**src/rtl/spi_pause_pkg.sv**
```systemverilog
package spi_pause_pkg;
  typedef enum logic [1:0] {
    ST_ARM    = 2'd0,
    ST_IDLE   = 2'd1,
    ST_ACTIVE = 2'd2,
    ST_PAUSED = 2'd3
  } pause_st_e;

  // bit positions inside the synchronised input bus
  localparam int unsigned PIN_SCK  = 0;
  localparam int unsigned PIN_CSN  = 1;
  localparam int unsigned PIN_HOLD = 2;
  localparam int unsigned PIN_SDI  = 3;
  localparam int unsigned PIN_N    = 4;
endpackage

```
**src/rtl/spi_pause_sync.sv**
```systemverilog
module spi_pause_sync #(
  parameter int unsigned WIDTH  = 4,
  parameter int unsigned STAGES = 2
) (
  input  logic             clk_i,
  input  logic             rst_ni,
  input  logic [WIDTH-1:0] d_i,
  output logic [WIDTH-1:0] q_o
);
  for (genvar b = 0; b < WIDTH; b++) begin : g_bit
    logic [STAGES-1:0] chain;
    always_ff @(posedge clk_i or negedge rst_ni) begin
      if (!rst_ni) chain <= '0;
      else         chain <= {chain[STAGES-2:0], d_i[b]};
    end
    assign q_o[b] = chain[STAGES-1];
  end
endmodule

```
**src/rtl/spi_pause_edge.sv**
```systemverilog
module spi_pause_edge (
  input  logic clk_i,
  input  logic rst_ni,
  input  logic lvl_i,
  output logic rise_o,
  output logic fall_o
);
  logic lvl_q;

  always_ff @(posedge clk_i or negedge rst_ni) begin
    if (!rst_ni) lvl_q <= 1'b0;
    else         lvl_q <= lvl_i;
  end

  assign rise_o = lvl_i & ~lvl_q;
  assign fall_o = ~lvl_i & lvl_q;
endmodule

```
**src/rtl/spi_pause_fsm.sv**
```systemverilog
module spi_pause_fsm
  import spi_pause_pkg::*;
(
  input  logic clk_i,
  input  logic rst_ni,
  input  logic sck_i,
  input  logic csn_i,
  input  logic holdn_i,
  input  logic sck_rise_i,
  input  logic sck_fall_i,
  output logic paused_o,
  output logic active_o,
  output logic clr_o,
  output logic cap_ce_o,
  output logic drv_ce_o,
  output logic enter_o,
  output logic exit_o
);
  pause_st_e st_q, st_d;
  logic      selected;
  logic      hold_ok;
  logic      rel_ok;

  assign selected = (st_q == ST_ACTIVE) || (st_q == ST_PAUSED);
  assign hold_ok  = ~holdn_i & ~sck_i;
  assign rel_ok   = holdn_i & ~sck_i;

  always_comb begin
    st_d = st_q;
    unique case (st_q)
      ST_ARM:    if (csn_i)  st_d = ST_IDLE;
      ST_IDLE:   if (!csn_i) st_d = ST_ACTIVE;
      ST_ACTIVE: begin
        if (csn_i)        st_d = ST_IDLE;
        else if (hold_ok) st_d = ST_PAUSED;
      end
      ST_PAUSED: begin
        if (csn_i)       st_d = ST_IDLE;
        else if (rel_ok) st_d = ST_ACTIVE;
      end
      default: st_d = ST_ARM;
    endcase
  end

  always_ff @(posedge clk_i or negedge rst_ni) begin
    if (!rst_ni) st_q <= ST_ARM;
    else         st_q <= st_d;
  end

  assign paused_o = (st_q == ST_PAUSED);
  assign active_o = (st_q == ST_ACTIVE);
  // transaction reset: deselect seen, or not selected at all
  assign clr_o    = ~selected | csn_i;
  assign cap_ce_o = active_o & ~csn_i & sck_rise_i;
  assign drv_ce_o = active_o & ~csn_i & sck_fall_i;
  assign enter_o  = active_o & ~csn_i & hold_ok;
  assign exit_o   = paused_o & ~csn_i & rel_ok;
endmodule

```
**src/rtl/spi_pause_shift.sv**
```systemverilog
module spi_pause_shift #(
  parameter int unsigned WORD_W = 8,
  localparam int unsigned CNT_W = $clog2(WORD_W)
) (
  input  logic              clk_i,
  input  logic              rst_ni,
  input  logic              clr_i,
  input  logic              ce_i,
  input  logic              sdi_i,
  output logic [CNT_W-1:0]  cnt_o,
  output logic [WORD_W-1:0] word_o,
  output logic              vld_o
);
  localparam logic [CNT_W-1:0] LAST = CNT_W'(WORD_W - 1);

  logic [CNT_W-1:0]  cnt_q;
  logic [WORD_W-1:0] sh_q;
  logic [WORD_W-1:0] word_q;
  logic              vld_q;
  logic [WORD_W-1:0] sh_nx;

  assign sh_nx = {sh_q[WORD_W-2:0], sdi_i};

  always_ff @(posedge clk_i or negedge rst_ni) begin
    if (!rst_ni) begin
      cnt_q  <= '0;
      sh_q   <= '0;
      word_q <= '0;
      vld_q  <= 1'b0;
    end else begin
      vld_q <= 1'b0;
      if (clr_i) begin
        cnt_q <= '0;
        sh_q  <= '0;
      end else if (ce_i) begin
        sh_q <= sh_nx;
        if (cnt_q == LAST) begin
          cnt_q  <= '0;
          word_q <= sh_nx;
          vld_q  <= 1'b1;
        end else begin
          cnt_q <= cnt_q + 1'b1;
        end
      end
    end
  end

  assign cnt_o  = cnt_q;
  assign word_o = word_q;
  assign vld_o  = vld_q;
endmodule

```
**src/rtl/spi_pause_ctrl.sv**
```systemverilog
module spi_pause_ctrl #(
  parameter int unsigned WORD_W      = 8,
  parameter int unsigned SYNC_STAGES = 2,
  localparam int unsigned CNT_W      = $clog2(WORD_W)
) (
  input  logic              clk_i,
  input  logic              rst_ni,
  input  logic              sck_i,
  input  logic              csn_i,
  input  logic              holdn_i,
  input  logic              sdi_i,
  output logic              paused_o,
  output logic              sdo_oe_o,
  output logic              cap_ce_o,
  output logic              drv_ce_o,
  output logic              xact_clr_o,
  output logic              pause_enter_o,
  output logic              pause_exit_o,
  output logic [CNT_W-1:0]  bit_cnt_o,
  output logic [WORD_W-1:0] rx_word_o,
  output logic              rx_vld_o
);
  import spi_pause_pkg::*;

  logic [PIN_N-1:0] pins_raw;
  logic [PIN_N-1:0] pins_s;
  logic s_sck, s_csn, s_holdn, s_sdi;
  logic sck_rise, sck_fall;
  logic active, clr;

  assign pins_raw[PIN_SCK]  = sck_i;
  assign pins_raw[PIN_CSN]  = csn_i;
  assign pins_raw[PIN_HOLD] = holdn_i;
  assign pins_raw[PIN_SDI]  = sdi_i;

  spi_pause_sync #(.WIDTH(PIN_N), .STAGES(SYNC_STAGES)) u_sync (
    .clk_i  (clk_i),
    .rst_ni (rst_ni),
    .d_i    (pins_raw),
    .q_o    (pins_s)
  );

  assign s_sck   = pins_s[PIN_SCK];
  assign s_csn   = pins_s[PIN_CSN];
  assign s_holdn = pins_s[PIN_HOLD];
  assign s_sdi   = pins_s[PIN_SDI];

  spi_pause_edge u_edge (
    .clk_i  (clk_i),
    .rst_ni (rst_ni),
    .lvl_i  (s_sck),
    .rise_o (sck_rise),
    .fall_o (sck_fall)
  );

  spi_pause_fsm u_fsm (
    .clk_i      (clk_i),
    .rst_ni     (rst_ni),
    .sck_i      (s_sck),
    .csn_i      (s_csn),
    .holdn_i    (s_holdn),
    .sck_rise_i (sck_rise),
    .sck_fall_i (sck_fall),
    .paused_o   (paused_o),
    .active_o   (active),
    .clr_o      (clr),
    .cap_ce_o   (cap_ce_o),
    .drv_ce_o   (drv_ce_o),
    .enter_o    (pause_enter_o),
    .exit_o     (pause_exit_o)
  );

  spi_pause_shift #(.WORD_W(WORD_W)) u_shift (
    .clk_i  (clk_i),
    .rst_ni (rst_ni),
    .clr_i  (clr),
    .ce_i   (cap_ce_o),
    .sdi_i  (s_sdi),
    .cnt_o  (bit_cnt_o),
    .word_o (rx_word_o),
    .vld_o  (rx_vld_o)
  );

  assign sdo_oe_o   = active;
  assign xact_clr_o = clr & (active | paused_o);
endmodule

```
**config.mk**
```make
export PLATFORM = sky130hd
export DESIGN_NAME = spi_pause_ctrl
export DESIGN_NICKNAME = d
export VERILOG_FILES = /design/src/rtl/spi_pause_pkg.sv /design/src/rtl/spi_pause_sync.sv /design/src/rtl/spi_pause_edge.sv /design/src/rtl/spi_pause_fsm.sv /design/src/rtl/spi_pause_shift.sv /design/src/rtl/spi_pause_ctrl.sv
export SDC_FILE = /design/constraint.sdc
export NUM_CORES = 1
export LEC_CHECK = 0
export BUFFER_PORTS_ARGS = -buffer_cell sky130_fd_sc_hd__buf_4
export CAP_MARGIN = 10
export CORE_MARGIN = 3
export CORE_UTILIZATION = 50
export CTS_BUF_LIST = sky130_fd_sc_hd__clkbuf_2 sky130_fd_sc_hd__clkbuf_4 sky130_fd_sc_hd__clkbuf_8
export DETAILED_ROUTE_END_ITERATION = 16
export GPL_TIMING_DRIVEN = 0
export PLACE_DENSITY = 0.74
export SYNTH_ARGS = -nofsm -noshare
export SYNTH_HDL_FRONTEND = slang
export SYNTH_HIERARCHICAL = 1
export SYNTH_SLANG_ARGS = --single-unit
export TNS_END_PERCENT = 30
```
**constraint.sdc**
```tcl
create_clock -name clk_i -period 2.12 [get_ports clk_i]
set_clock_uncertainty 0.1 [all_clocks]
set_input_delay 0.212 -clock clk_i [delete_from_list [all_inputs] [get_ports clk_i]]
set_output_delay 0.212 -clock clk_i [all_outputs]
set_load 0.01 [all_outputs]
```
# Word level (Yosys, flattened, before mapping)
# Index checks and enable logic that the tools add are counted.
# W data, S select, Z words.
totals:
  regBits: 30
  input_bits: 6
  out_inout_bits: 19
classes:
  add_sub_neg: 1
  eq_ne: 8
  mux: 15
  n_bitwise: 19
  reduce_logical: 5
ops:
  columns: ["operator", "n"]
  rows:
  - ["$mux W7", 2]
  - ["$mux W2", 6]
  - ["$and A1 B1 Y1", 11]
  - ["$mux W3", 3]
  - ["$pmux W2 S4", 1]
  - ["$ne A3 B1 Y1 const B", 2]
  - ["$not A1 Y1", 6]
  - ["$eq A2 B2 Y1 const B", 2]
  - ["$ne A2 B2 Y1 const B", 2]
  - ["$reduce_and A4 Y1", 1]
  - ["$add A3 B1 Y3 const B", 1]
  - ["$eq A3 B3 Y1 const B", 1]
  - ["$mux W1", 3]
  - ["$reduce_and A3 Y1", 1]
  - ["$eq A2 B1 Y1 const B", 1]
  - ["$logic_not A2 Y1", 1]
  - ["$or A1 B1 Y1", 2]
  - ["$reduce_bool A2 Y1", 1]
  - ["$logic_or A1 B1 Y1", 1]

# Longest topological paths before layout
# Gate-level depths: netlist of run 1.
logic_depth:
  depth_word: 6
  mapped_depth: 6
  depth_no_buf: 4

# Cells and area by module
# Netlist of run 1, hierarchy kept.
by_module_without_submodules:
  columns: ["mod", "n_inst", "cells_per_inst", "area_each_um2", "seq_area_each_um2"]
  rows:
  - ["spi_pause_shift", 1, 54, 799.5, 475.5]
  - ["spi_pause_sync", 1, 12, 230.2, 200.2]
  - ["spi_pause_fsm", 1, 16, 145.1, 50.0]
  - ["spi_pause_edge", 1, 3, 40.0, 25.0]
  - ["spi_pause_ctrl", 1, 1, 7.5, 0.0]

# Worst setup path after synthesis of run 1
# No wires, ideal clock.
synth_path:
  kind: "register to register"
  start: "register u_sync.g_bit[1].chain[1]"
  end: "register u_shift.word_q[0], in the netlist u_shift/word_o[0]"
  setup_ns: 0.125
  arrival_ns: 1.420
  slack_ns: 0.475
  stages_incl_launch_ff: 6
  path_cell_list: "dfrtp_1 > buf_4 > nor3b_2 > and2_1 > nand3b_4 > mux2_4"
synth_between:
  elab_chain_cells: 4
  word_cells_on_any_way: 6
synth_lines:
  columns: ["element", "line", "source"]
  rows:
  - ["start: declaration", "spi_pause_sync.sv:11", "logic [STAGES-1:0] chain;"]
  - ["start signal: assignment", "spi_pause_sync.sv:14", "else chain <= {chain[STAGES-2:0], d_i[b]};"]
  - ["$not A1 Y1", "spi_pause_fsm.sv:54", "assign cap_ce_o = active_o & ~csn_i & sck_rise_i;"]
  - ["$and A1 B1 Y1 (2 in series)", "spi_pause_fsm.sv:54", null]
  - ["named net cap_ce_o", "spi_pause_ctrl.sv:14", "output logic cap_ce_o,"]
  - ["$reduce_and A3 Y1 (no line)", null, null]
  - ["end signal: assignment", "spi_pause_shift.sv:39", "word_q <= sh_nx;"]
  - ["end: declaration", "spi_pause_shift.sv:18", "logic [WORD_W-1:0] word_q;"]
# The timed path passes the listed nets, and every way through them passes these cells.
# A chain may end at the register's enable or synchronous reset.

# Worst setup path in the final report of run 1
layout_path:
  start: "register u_sync.g_bit[1].chain[1]"
  end: "output cap_ce_o"
layout_between:
  elab_chain_cells: 3
layout_lines:
  columns: ["element", "line"]
  rows:
  - ["$not A1 Y1", "spi_pause_fsm.sv:54"]
  - ["$and A1 B1 Y1 (2 in series)", "spi_pause_fsm.sv:54"]
  - ["end: declaration", "spi_pause_ctrl.sv:14"]
# No other way between the ends.

==> results.cfg, run 1 <==
[placement]
gp_congestion = 0.687
dp_cells = 138
port-buffer-count = 24
dp_hpwl_um = 1230
dpl_cell_area_mm2 = 0.00144

[global_routing]
grt_max_degree = 31
grt_first_pass_wirelength_um = 3370
grt_pass1_vias = 778
gr-total-overflow = 0
track_usage = 0.148
antenna_found_initial = 0

[logic_synthesis]
ys_ff_latch = 30
netlist_area_mm2 = 0.00122
netlist_instances = 86
synth_top_area_cell = dfrtp_1
synthDistinctLibCells = 20
yosysTopAreaCellShare = 0.614
yosysSeqAreaShare = 0.614
synth.avg_cell_area_um2 = 14.2
syn-num-nets = 94
yosys-top-cells-area = dfrtp_1, mux2_4, mux2i_1
yosys_warnings = 6

[clock_tree]
clockRootBuffer = clkbuf_4
path_clk_slew_ns = 0.09
numClockSinks = 30
cts_buffers = 5
cts_resized = 0
clock_latency_ns = 0.33
cts_setup_buffers = 0
cts_hold_buf = 5
cts_tree = built
clockBufferDepth = 2
htreeDepth = 2

[worst_setup_path]
required_ns = 1.81
endpoint_kind = output port
cp-start-kind = flip-flop
path_delay_family = simple AND/OR/NAND/NOR gates
critPathKind = flip-flop to output port
crit_chain = buf_4 > nor3b_2 > and2_1 > buf_4
critPathBufInv = 2
critPathMaxStageDelay_ns = 0.36
cp_slowest_cell = dfrtp_1
critPathArrivalTime_ns = 1.41
cpMostUsedCell = buf_4
r2r_cells = 5
crit_cells = 4
cp_max_fo = 4

[pwr]
vdd_drop_max_mv = 0.586
total_power_w = 0.00102
powerDensity_mw_per_mm2 = 656
power.leakage_nw = 0.811

[sta]
fin_crit_sh = 0.814
hold_violations = 0
clock.fmax_ghz = 0.580
tightest_slew_ns = 0.439
tns_ns = 0
finalCriticalPeriod_ns = 1.73
setup_viol = 0
drv_slew = 0
rsz0062_at_grt = false
slew_headroom = 0.708

[detailed_routing]
ant_nets = 0
detail_route.first_pass.iterations = 4
vias = 732
drc = 0
first_iter_violations = 10
avgViaCountPerCell = 4.85
routed_wirelength_um = 1910
drt-wirelength-per-cell_um = 12.6

[outcome]
outcome = completed

[cells_and_area]
final_common_cell = dfrtp_1
layout_common_cells = dfrtp_1, buf_4, nor2_1
nFillCells = 170
diodes = 0
layout-drive-gt1-share = 0.407
layout.nets = 130
instances_no_fill = 151
utilization = 0.682
syn_to_final_growth_pct = 26.9
fin_area_mm2 = 0.00155

[die]
die-width_um = 55.4
io_pins = 25
core_mm2 = 0.00228
die_area_mm2 = 0.00307
start_util = 0.537
placementRows = 17
die_y_um = 55.4

[flow_run]
maxCapViolations = 0

[min_path]
hold_path_class = primary input to asynchronous set/reset pin
report_power, final:
group	internal (W)	leakage, nW	switching (W)	total, W
combinational	0.0000359	0.379	0.0000321	0.0000679
sequential	0.000583	0.394	0.00000626	0.000590
clock	0.000173	0.0387	0.000187	0.000361
per-stage QoR:
stage	hold slack (ns)	setup WS, ns
6_report	0.234	0.395
5_1_grt	0.250	0.301
4_1_cts	0.235	0.348
3_5_place_dp	0.0573	0.403
3_3_place_gp	0.0568	0.406
2_1_floorplan	-0.184	0.475
worst paths after layout:
| check | end | startpoint | slack, ns |
|---|---|---|---|
| min in group clk_i | u_sync/g_bit[2].chain[1]$_DFF_PN0_ | u_sync/g_bit[2].chain[0]$_DFF_PN0_ | 0.25 |
| min reg2reg | u_sync/g_bit[2].chain[1]$_DFF_PN0_ | u_sync/g_bit[2].chain[0]$_DFF_PN0_ | 0.25 |
| max reg2reg | u_shift/word_o[0]$_DFFE_PN0P_ | u_sync/g_bit[1].chain[1]$_DFF_PN0_ | 0.40 |
| max | cap_ce_o | u_sync/g_bit[1].chain[1]$_DFF_PN0_ | 0.39 |
| max in group asynchronous | u_sync/g_bit[3].chain[0]$_DFF_PN0_ | rst_ni | 1.41 |
| min | u_shift/word_o[7]$_DFFE_PN0P_ | rst_ni | 0.23 |
cell type report:
| cell class | count | area (µm²) | share of cell area |
|---|---|---|---|
| inverter | 2 | 7.51 | 0.00484 |
| multi-input combinational | 48 | 423 | 0.273 |
| clock buffer | 7 | 58.8 | 0.0379 |
| sequential | 30 | 751 | 0.484 |
| timing repair buffer | 29 | 230 | 0.148 |
| buffer | 6 | 41.3 | 0.0266 |
| clock inverter | 1 | 5.00 | 0.00323 |
| tap | 28 | 35.0 | 0.0226 |
layer usage:
metal	track usage	up-vias	wire length (µm)
li1	-	356	-
met1	0.159	354	832
met2	0.228	17	922
met3	0.0537	5	95
met4	0.125	0	57
met5	0	-	0
cell usage after synthesis:
cell type / instances
dfrtp_1: 30
nor2_1: 11
mux2i_1: 9
mux2_4: 8
buf_4: 5
nand2b_1: 4
and2_1: 2
ha_1: 2
inv_1: 2
nor2b_1: 2
nor3b_2: 2
a21oi_1: 1
a31o_1: 1
and2_2: 1
and2b_2: 1
clkbuf_1: 1
nand3b_4: 1
nor3_1: 1
o21a_1: 1
or3b_1: 1
registers in the layout, indices dropped and copies added (netlist names):
| signal | flops |
|---|---|
| u_fsm/st_q | 2 |
| u_shift/cnt_o | 3 |
| u_edge/lvl_q | 1 |
| u_shift/sh_q | 7 |
| u_sync/g_bit.chain | 8 |
| u_shift/word_o | 8 |
| u_shift/vld_o | 1 |
kinds of logic (layout without fill, tap and decap cells):
logic type | after synthesis | in the layout | synth area share
compound gates | 3 | 3 | 0.0174
fa+ha+maj | 2 | 2 | 0.0205
buf+inv | 8 | 45 | 0.0399
flops | 30 | 30 | 0.614
mux | 17 | 17 | 0.172
simple gates | 26 | 26 | 0.136
No activity file was read; power rests on OpenSTA's default activity.
==> run 2, diff against run 1 <==
==> constraint.sdc (replaced) <==
create_clock -name clk_i -period 1.7 [get_ports clk_i]
set_clock_uncertainty 0.1 [all_clocks]
set_input_delay 0.17 -clock clk_i [delete_from_list [all_inputs] [get_ports clk_i]]
set_output_delay 0.17 -clock clk_i [all_outputs]
set_load 0.01 [all_outputs]
==> run 2 against run 1 <==
Effect of this change:
- die area unchanged
- combinational power up 29%
- total power is 25% higher
- cell area rose by 1.7%
- sequential power up 25%
- first-iteration DRC count is the same
- count of clock-buffer cells in the layout is the same
- clock power grew 25%
- wire length up 8.7%
- sequential cell count unchanged
- critical path depth did not move
- critical path type is now flip-flop to flip-flop
- critical endpoint is now u_shift/word_o[1]$_DFFE_PN0P_
==> results.cfg, run 2 (synthesis results as in run 1) <==
[outcome]
outcome = completed

[worst_setup_path]
r2r_slack_ns = 0.08
cp-start-kind = flip-flop
required_ns = 1.82
cp_max_fo = 5
r2r_cells = 4
critPathArrivalTime_ns = 1.73
crit_path_start = u_sync/g_bit[1].chain[1]$_DFF_PN0_
endpoint_kind = flip-flop
critPathKind = flip-flop to flip-flop
reg2reg_from = u_sync/g_bit[1].chain[1]$_DFF_PN0_
r2r-end = u_shift/word_o[1]$_DFFE_PN0P_

[clock_tree]
clock_latency_ns = 0.33
clockRootBuffer = clkbuf_4
cts_setup_buffers = 0
path_clk_slew_ns = 0.09
numClockSinks = 30
htreeDepth = 2
cts_buffers = 5
clockBufferDepth = 2
cts_tree = built

[cells_and_area]
layout_common_cells = dfrtp_1, buf_4, nor2_1
diodes = 0
layout-drive-gt1-share = 0.447
syn_to_final_growth_pct = 29.1
layout.nets = 130
final_common_cell = dfrtp_1

[placement]
dp_hpwl_um = 1230
dp_slack_ns = -0.0166
port-buffer-count = 24
gp_congestion = 0.687

[global_routing]
grt_first_pass_wirelength_um = 3400
antenna_found_initial = 0
gr-total-overflow = 0
grt_max_degree = 31
track_usage = 0.149
grt_pass1_vias = 786

[sta]
tightest_slew_ns = 0.455
fin_crit_sh = 0.950
slew_headroom = 0.697
setup_viol = 0
worst_slack_ns = 0.0843
finalCriticalPeriod_ns = 1.62
drv_slew = 0
clock.fmax_ghz = 0.619
rsz0062_at_grt = false
hold_violations = 0

[pwr]
powerDensity_mw_per_mm2 = 809
total_power_w = 0.00128
power.leakage_nw = 0.823
vdd_drop_max_mv = 0.733

[detailed_routing]
ant_nets = 0
routed_wirelength_um = 2070
avgViaCountPerCell = 5.01
first_iter_violations = 10
vias = 756
detail_route.first_pass.iterations = 4
drt-wirelength-per-cell_um = 13.7
drc = 0

[die]
io_pins = 25
placementRows = 17
start_util = 0.537
die_y_um = 55.4
core_mm2 = 0.00228
die-width_um = 55.4
die_area_mm2 = 0.00307

[min_path]
hold_path_class = primary input to asynchronous set/reset pin

[flow_run]
maxCapViolations = 0
## run 2: per-stage QoR
step                      setup TNS (ns)  hold WS [ns]   util  area (µm²)  instances
after global placement           -0.0856        0.0148  0.632        1440        138
final                                  0         0.191  0.693        1580        151
after floorplan                        0        -0.226      -        1220         86
after global routing                   0         0.208  0.693        1580        151
after CTS                              0         0.193  0.682        1550        151
after detailed placement         -0.0967        0.0153  0.632        1440        138
## run 2: critical path: stages, from the launching register on
cell	delay (ns)
dfrtp_1	0.43
nor3b_4	0.24
and2_4	0.22
nand3b_2	0.18
mux2_4	0.34
## run 2: power breakdown
group / leakage (nW) / internal [W] / switching, W / total (W)
registers: 0.392 / 0.000728 / 0.0000106 / 0.000739
clock network: 0.0387 / 0.000216 / 0.000235 / 0.000451
logic: 0.393 / 0.0000462 / 0.0000414 / 0.0000876
total: 0.823 / 0.000990 / 0.000287 / 0.00128
## run 2: layout make-up
cell class | instances | area, µm²
repair buffers | 29 | 230
well taps | 28 | 35.0
inverters | 2 | 7.51
fillers | 168 | 698
flip-flops and latches | 30 | 753
clock inverters | 1 | 5.00
clock buffers | 7 | 58.8
plain buffers | 5 | 37.5
multi-input cells | 49 | 450
## run 2: repair_timing
item	4_1_cts	5_1_grt
resized for setup	1	7
pin swaps	0	1
endpoints found under the setup margin	9	19
hold buffers	5	0
cloned	0	1
endpoints found under the hold margin	34	0
## run 2: how the worst max path moves through the flow
stage	cells past startpoint	to	slack (ns)
4_1_cts	5	u_shift/word_o[0]$_DFFE_PN0P_	0.01
3_3_place_gp	5	u_shift/word_o[3]$_DFFE_PN0P_	-0.01
3_5_place_dp	5	u_shift/word_o[0]$_DFFE_PN0P_	-0.02
5_1_grt	3	cap_ce_o	0.01
6_report	4	u_shift/word_o[1]$_DFFE_PN0P_	0.08
2_1_floorplan	5	u_shift/word_o[0]$_DFFE_PN0P_	0.05
## run 2: metal layers
layer	track usage	up-vias	routed length [µm]
met5	0	-	0
met4	0.125	0	57
met3	0.0537	5	101
met2	0.231	23	1010
met1	0.161	369	901
li1	-	359	-
==> run 3, diff against run 2 <==
--- a/config.mk
+++ b/config.mk
@@ -7,12 +7,12 @@
 export LEC_CHECK = 0
 export BUFFER_PORTS_ARGS = -buffer_cell sky130_fd_sc_hd__buf_4
 export CAP_MARGIN = 10
+export CORE_ASPECT_RATIO = 2
 export CORE_MARGIN = 3
-export CORE_UTILIZATION = 50
+export CORE_UTILIZATION = 30
 export CTS_BUF_LIST = sky130_fd_sc_hd__clkbuf_2 sky130_fd_sc_hd__clkbuf_4 sky130_fd_sc_hd__clkbuf_8
 export DETAILED_ROUTE_END_ITERATION = 16
 export GPL_TIMING_DRIVEN = 0
-export PLACE_DENSITY = 0.74
 export SYNTH_ARGS = -nofsm -noshare
 export SYNTH_HDL_FRONTEND = slang
 export SYNTH_HIERARCHICAL = 1
==> run 3 against run 2 <==
Effect of this change:
- first-iteration DRC count fell by 20%
- total power rose by 5.5%
- worst setup slack lost 0.021 ns
- non-clock buffer count increased by 1
- combinational power up 2%
- critical path depth rose by 1
==> results.cfg, run 3 (synthesis results as in run 1) <==
[die]
die_y_um = 96.3
start_util = 0.315
placementRows = 32
die-width_um = 51.1
core_mm2 = 0.00388
die_area_mm2 = 0.00492
io_pins = 25

[sta]
finalCriticalPeriod_ns = 1.64
tightest_slew_ns = 0.436
setup_viol = 0
clock.fmax_ghz = 0.611
drv_slew = 0
tns_ns = 0
rsz0062_at_grt = true
hold_violations = 0
fin_crit_sh = 0.963
slew_headroom = 0.709

[detailed_routing]
detail_route.first_pass.iterations = 4
drc = 0
avgViaCountPerCell = 4.27
drt-wirelength-per-cell_um = 12.7
ant_nets = 0
routed_wirelength_um = 2210
first_iter_violations = 8
vias = 743

[placement]
dp_hpwl_um = 1450
gp_congestion = 0.711
port-buffer-count = 24

[global_routing]
antenna_found_initial = 0
grt_pass1_vias = 756
grt_first_pass_wirelength_um = 3600
track_usage = 0.102
grt_max_degree = 31
gr-total-overflow = 0

[worst_setup_path]
cp_max_fo = 5
critPathMaxStageDelay_ns = 0.36
required_ns = 1.76
cp_slowest_cell = dfrtp_1
cp-start-kind = flip-flop
endpoint_kind = flip-flop
critPathArrivalTime_ns = 1.69
crit_chain = buf_4 > nor3b_4 > and2_4 > nand3b_2 > mux2_4
critPathKind = flip-flop to flip-flop

[cells_and_area]
final_common_cell = dfrtp_1
layout.nets = 131
diodes = 0
syn_to_final_growth_pct = 32.4
layout-drive-gt1-share = 0.415
layout_common_cells = dfrtp_1, buf_4, nor2_1
utilization = 0.417

[outcome]
outcome = completed

[pwr]
power.leakage_nw = 0.834
vdd_drop_max_mv = 0.518
total_power_w = 0.00135
powerDensity_mw_per_mm2 = 832

[clock_tree]
htreeDepth = 2
cts_buffers = 5
numClockSinks = 30
cts_setup_buffers = 0
clockRootBuffer = clkbuf_8
clock_latency_ns = 0.27
clockBufferDepth = 2
path_clk_slew_ns = 0.06
cts_tree = built

[flow_run]
maxCapViolations = 0

[min_path]
hold_path_class = flip-flop to flip-flop
## run 3: cell type report
class / instances / area (µm²)
fillers: 380 / 2260
flip-flops and latches: 30 / 751
multi-input cells: 49 / 443
repair buffers: 29 / 230
clock buffers: 5 / 68.8
well taps: 51 / 63.8
plain buffers: 6 / 45.0
clock inverters: 2 / 10.0
inverters: 2 / 7.51
## run 3: worst paths after layout
kind	startpoint	endpoint	slack (ns)	cells after the start
max	u_sync/g_bit[1].chain[1]$_DFF_PN0_	u_shift/word_o[2]$_DFFE_PN0P_	0.06	5
min	u_sync/g_bit[3].chain[0]$_DFF_PN0_	u_sync/g_bit[3].chain[1]$_DFF_PN0_	0.25	0
max reg2reg	u_sync/g_bit[1].chain[1]$_DFF_PN0_	u_shift/word_o[2]$_DFFE_PN0P_	0.06	5
min reg2reg	u_sync/g_bit[3].chain[0]$_DFF_PN0_	u_sync/g_bit[3].chain[1]$_DFF_PN0_	0.25	0
max in group asynchronous	rst_ni	u_sync/g_bit[0].chain[0]$_DFF_PN0_	0.96	2
min in group asynchronous	rst_ni	u_shift/word_o[7]$_DFFE_PN0P_	0.26	2
## run 3: layer usage
layer	track usage	wire length [µm]
met4	0.0809	70
met1	0.118	892
met2	0.157	1170
met3	0.0248	82
met5	0	0
## run 3: report_power, final
part / internal, W / leakage (nW) / switching (W)
clock network: 0.000274 / 0.0438 / 0.000246
logic: 0.0000471 / 0.396 / 0.0000425
registers: 0.000729 / 0.394 / 0.00000937
## run 3: what timing repair did
| item | CTS | global route |
|---|---|---|
| cloned | 0 | 1 |
| endpoints found under the setup margin | 11 | 17 |
| gates resized for setup | 2 | 2 |
| hold endpoints to repair | 34 | 0 |
| pin swaps | 0 | 0 |
| hold buffers | 5 | 0 |
## run 3: worst max-delay path, delay by kind of cell, from the launching register on
kind | cells | cell delay, ns
simple gates | 3 | 0.59
flops | 1 | 0.36
buf+inv | 1 | 0.15
mux | 1 | 0.34
## run 3: metrics by stage
stage / hold WS [ns] / setup WS (ns) / cells / area, µm²
after floorplan: -0.226 / 0.0550 / 86 / 1220
after global placement: 0.0105 / -0.0324 / 161 / 1470
after detailed placement: 0.0153 / -0.0413 / 161 / 1470
after CTS: 0.251 / 0.0171 / 173 / 1600
after global routing: 0.262 / -0.00463 / 174 / 1620
final: 0.251 / 0.0636 / 174 / 1620
